===== src/rtl/dram_addr_mux.sv =====
module dram_addr_mux #(
  parameter int ADDR_W    = 24,
  parameter int TICKS     = 20,
  parameter int HI_WIDE   = 10,
  parameter int HI_NARROW = 7
) (
  input  logic              clk,
  input  logic              rst_n,
  input  logic              req,
  input  logic [ADDR_W-1:0] addr,
  input  logic              burst_en,
  input  logic              mux_en,
  input  logic [1:0]        shift_sel,
  input  logic              duty_sel,
  output logic [ADDR_W-1:0] dram_addr,
  output logic              ras_n,
  output logic              cas_n,
  output logic              page_hit,
  output logic              done
);
  localparam int TW = $clog2(TICKS);

  typedef enum logic [1:0] {S_IDLE, S_PRE, S_ROW, S_COL} st_t;

  function automatic int shift_of(input logic [1:0] sel);
    return (sel == 2'b00) ? 8 : (sel == 2'b01) ? 9 : 10;
  endfunction

  st_t               state;
  logic [TW-1:0]     tick;
  logic [ADDR_W-1:0] addr_s, row_q;
  logic [4:0]        cfg_q, cfg_s;
  logic              valid, page_open, hit_q;

  logic [4:0] cfg;
  logic       cfg_chg, busy, accept, last, hit_now, burst_s;
  logic [ADDR_W-1:0] live_row, held_row;

  assign cfg      = {burst_en, mux_en, shift_sel, duty_sel};
  assign cfg_chg  = cfg != cfg_q;
  assign busy     = state != S_IDLE;
  assign accept   = !busy && req;
  assign last     = tick == TW'(TICKS - 1);
  assign burst_s  = cfg_s[4];
  assign live_row = addr >> shift_of(shift_sel);
  assign held_row = addr_s >> shift_of(cfg_s[2:1]);
  assign hit_now  = burst_en && valid && !cfg_chg && (live_row == row_q);

  always_ff @(posedge clk or negedge rst_n) begin
    if (!rst_n) begin
      state     <= S_IDLE;
      tick      <= '0;
      addr_s    <= '0;
      row_q     <= '0;
      cfg_q     <= '0;
      cfg_s     <= '0;
      valid     <= 1'b0;
      page_open <= 1'b0;
      hit_q     <= 1'b0;
    end else begin
      cfg_q <= cfg;
      if (accept) begin
        addr_s <= addr;
        cfg_s  <= cfg;
        hit_q  <= hit_now;
        tick   <= '0;
        state  <= hit_now ? S_COL : (page_open ? S_PRE : S_ROW);
      end else if (busy) begin
        if (last) begin
          tick <= '0;
          case (state)
            S_PRE:   state <= S_ROW;
            S_ROW:   state <= S_COL;
            default: state <= S_IDLE;
          endcase
        end else begin
          tick <= tick + TW'(1);
        end
      end

      if (done) begin
        row_q     <= held_row;
        page_open <= burst_s;
      end

      if (cfg_chg)   valid <= 1'b0;
      else if (done) valid <= burst_s && (cfg == cfg_s);
    end
  end

  always_comb begin
    case (state)
      S_IDLE:  ras_n = !page_open;
      S_PRE:   ras_n = 1'b1;
      default: ras_n = 1'b0;
    endcase
  end

  assign cas_n     = (state == S_COL) ? (tick < TW'(cfg_s[0] ? HI_NARROW : HI_WIDE)) : 1'b1;
  assign dram_addr = (state == S_ROW && cfg_s[3]) ? held_row : addr_s;
  assign done      = (state == S_COL) && last;
  assign page_hit  = hit_q;
endmodule


===== config.mk =====
export PLATFORM = sky130hd
export DESIGN_NAME = dram_addr_mux
export DESIGN_NICKNAME = d
export VERILOG_FILES = /design/src/rtl/dram_addr_mux.sv
export SDC_FILE = /design/constraint.sdc
export NUM_CORES = 1
export LEC_CHECK = 0
export ABC_AREA = 1
export BUFFER_PORTS_ARGS = -buffer_cell sky130_fd_sc_hd__buf_4
export CAP_MARGIN = 0
export CORE_MARGIN = 2
export CORE_UTILIZATION = 57
export CTS_CLUSTER_SIZE = 8
export DETAILED_ROUTE_END_ITERATION = 16
export PLACE_DENSITY_LB_ADDON = 0.25
export SYNTH_ARGS = -nofsm -noshare
export SYNTH_HDL_FRONTEND = slang
export SYNTH_SLANG_ARGS = --single-unit

===== constraint.sdc =====
create_clock -name clk -period 1.86 [get_ports clk]
set_input_delay 0.093 -clock clk [delete_from_list [all_inputs] [get_ports clk]]
set_output_delay 0.093 -clock clk [all_outputs]
set_load 0.01 [all_outputs]

==> metrics.yaml <==
yosys:
  synth_cells: 550
  synth.distinct_cells: 34
  synth_area_leaders: "dfrtp_1 40%, nand2_1 22%, inv_1 7.3%"
  yosysSeqAreaShare: 0.3980
  yosys.area.top_type: "dfrtp_1"
  synth.cell_area_um2: 3772
  synth_warnings: 0
  avgSynthCellArea_um2: 6.859
  synth_seq_cells: 60
  yosysTopAreaCellShare: 0.3980
  syn-num-nets: 590
placed_design:
  dp_slack_ns: 0.04635
  dpl.hpwl_um: 7369
  gp_congestion: 0.9180
  portBuffers: 59
  placed_area_um2: 4257
global_route:
  grt_overflow: 0
  grt_pass1_vias: 3676
  track_usage: 0.3076
  antenna_found_initial: 0
  grt_max_degree: 61
  grt_first_pass_wirelength_um: 17440
layout:
  final_cell_mix: "202 x nand2_1, 67 x inv_1, 66 x buf_4"
  num-fill-cells: 469
  stdcell_area_um2: 4840
  seq_area_um2: 1506
  mostFrequentLayoutCell: "nand2_1"
  multi_input_area_um2: 1983
  layout.nets: 672
  area_growth_syn_to_layout_pct: 28.29
  diodes: 0
  drive_above_1_share: 0.2358
run_status:
  status: "finished, violations left"
  violations: "setup timing"
setup_path:
  path_buf_inv: 3
  arrival_ns: 1.77
  crit_fanout: 8
  worst_ep_required_time_ns: 1.77
  r2r_end: "state[0]$_DFFE_PN0P_"
  crit_cells: 7
  slowest_delay_ns: 0.43
  cp_top_family: "buffers and inverters"
  crit_start: "state[1]$_DFFE_PN0P_"
  crit_path_end: "dram_addr[4]"
  path_cells: "ha_2, nand2_4, clkinvlp_4, buf_8, nand2_1, nand2_1, buf_4"
  path_common_cell: "nand2_1"
  worstSetupPathType: "reg2out"
  rr_worst_depth: 12
  slowest_stage: "dfrtp_1"
  setup.worst_path.start_class: "flop"
  r2r_slack_ns: 0.16
  cp-end-kind: "primary output"
  r2r-start: "state[1]$_DFFE_PN0P_"
power:
  fin_total_pwr_w: 0.006934
  irDropWorstVdd_mv: 0.9472
  powerDensity_nw_per_um2: 1433
  p_leak_nw: 2.537
sta:
  tightest_slew_ns: 0.7819
  worst_slack_ns: -0.005437
  drv_slew: 0
  rsz0062_at_grt: "yes"
  setup_violations: 2
  timing.fmax_mhz: 536.1
  period_minus_slack_ns: 1.865
  fin_crit_sh: 1.003
  final.setup_skew_ns: 0.005536
  maxSlewHeadroom: 0.4787
  hold_violations: 0
route:
  dr.pass1.iters: 5
  wire_per_inst_um: 15.49
  vias_per_cell: 5.539
  vias: 3949
  first_iter_violations: 370
  drt-total-wl_um: 11040
  ant_nets: 0
  route.detailed.drc: 0
die:
  die_y_um: 85.35
  die_w_um: 85.35
  ios: 60
  initial_core_util: 0.5907
  rows: 29
  fp.coreArea_um2: 6386
  die-area_um2: 7285
clocking:
  root_buffer: "clkbuf_8"
  worstSkewPairLatency_ns: 0.35
  cts_buffers: 9
  cts_sinks: 60
  clk_pin_slew_ns: 0.07
  clock_path_buffers: 2
  cts_tree: "done"
  h-tree-depth: 3
job:
  timing.max_cap.violations: 0
hold_path:
  hold_path_class: "in2reg"
-- where the power goes --
group          total [W]  internal (W)  switching, W
Sequential       0.00218       0.00177      0.000415
Combinational    0.00369       0.00157       0.00212
Clock            0.00106      0.000545      0.000517
Total            0.00693       0.00388       0.00305
-- metrics by stage --
step / hold slack, ns / TNS (ns) / utilization / std cells
after floorplan: -0.2026 / 0 / - / 550
after global placement: 0.2132 / 0 / 0.6665 / 673
after detailed placement: 0.2189 / 0 / 0.6665 / 673
after CTS: 0.001839 / 0 / 0.7232 / 706
after global routing: 0.01640 / -0.4336 / 0.7578 / 713
final: 0.02193 / -0.008211 / 0.7578 / 713
-- area by class of cell --
| cell class | instances | area share |
|---|---|---|
| timing repair buffer | 93 | 0.1616 |
| clock buffer | 13 | 0.03283 |
| clock inverter | 2 | 0.002068 |
| multi-input combinational | 391 | 0.4098 |
| inverter | 75 | 0.05998 |
| tap | 77 | 0.01991 |
| timing repair inverter | 2 | 0.002585 |
| sequential | 60 | 0.3113 |
-- registers in the layout (all words and copies together), names as in the netlist, 2 cells and up --
| name | count |
|---|---|
| addr_s | 24 |
| row_q | 16 |
| cfg_q | 5 |
| cfg_s | 5 |
| tick | 5 |
| state | 2 |
-- synth_stat cells (all sizes together) --
library cell / instances
or2: 2
o31ai: 1
clkbuf: 13
a221oi: 1
o2bb2ai: 1
buf: 11
nand4: 1
xor2: 1
nor2: 35
ha: 8
a31oi: 1
nand2: 219
xnor2: 1
a22o: 1
inv: 75
o22ai: 4
o211ai: 1
o21bai: 2
a21oi: 12
a22oi: 2
o221ai: 11
dfrtp: 60
nand3: 32
o21ai: 55
-- worst register-to-register path: stages (launching register included) --
cell and delay, ns:
dfrtp_1 0.43, inv_1 0.10, ha_1 0.20, nand3_1 0.11
nor2_1 0.09, nand2_1 0.05, nor2_1 0.12, nand2_1 0.06
nor2_1 0.08, nand3_1 0.08, nor2_2 0.10, nand2_2 0.09
a21oi_2 0.12
-- how the worst min path moves through the flow --
stage                            start  cells after the start  slack (ns)                     to
after detailed placement         rst_n                      1        0.22   cfg_s[0]$_DFFE_PN0P_
final                     shift_sel[0]                      1        0.02     cfg_q[1]$_DFF_PN0_
after global routing      shift_sel[0]                      1        0.02     cfg_q[1]$_DFF_PN0_
after global placement           rst_n                      1        0.21   cfg_s[0]$_DFFE_PN0P_
after CTS                 shift_sel[1]                      1       0.002     cfg_q[2]$_DFF_PN0_
after floorplan                  rst_n                      0       -0.20  addr_s[0]$_DFFE_PN0P_
-- logic make-up after synthesis --
| family | synth area share |
|---|---|
| adders and majority gates | 0.02654 |
| and+or+nand+nor | 0.3154 |
| DFF | 0.3980 |
| buffers and inverters | 0.1118 |
| AOI/OAI and AO/OA | 0.1436 |
| xor gates and xnor gates | 0.004644 |
-- routing by layer --
layer,wire length [µm],up-vias,track usage,share of wire
met4,232,0,0.1126,0.021
met3,986,30,0.07296,0.089
met5,0,-,0,0
met2,5388,224,0.4950,0.49
li1,-,1900,-,-
met1,4434,1795,0.4060,0.40
-- timing repair --
action,4_1_cts,5_1_grt
hold buffers,14,1
gates cloned,2,1
pin swaps,0,5
setup endpoints to repair,24,20
gates resized for setup,11,56
setup buffers,2,5
endpoints found under the hold margin,73,1
Power figures use the tool's default switching activity.
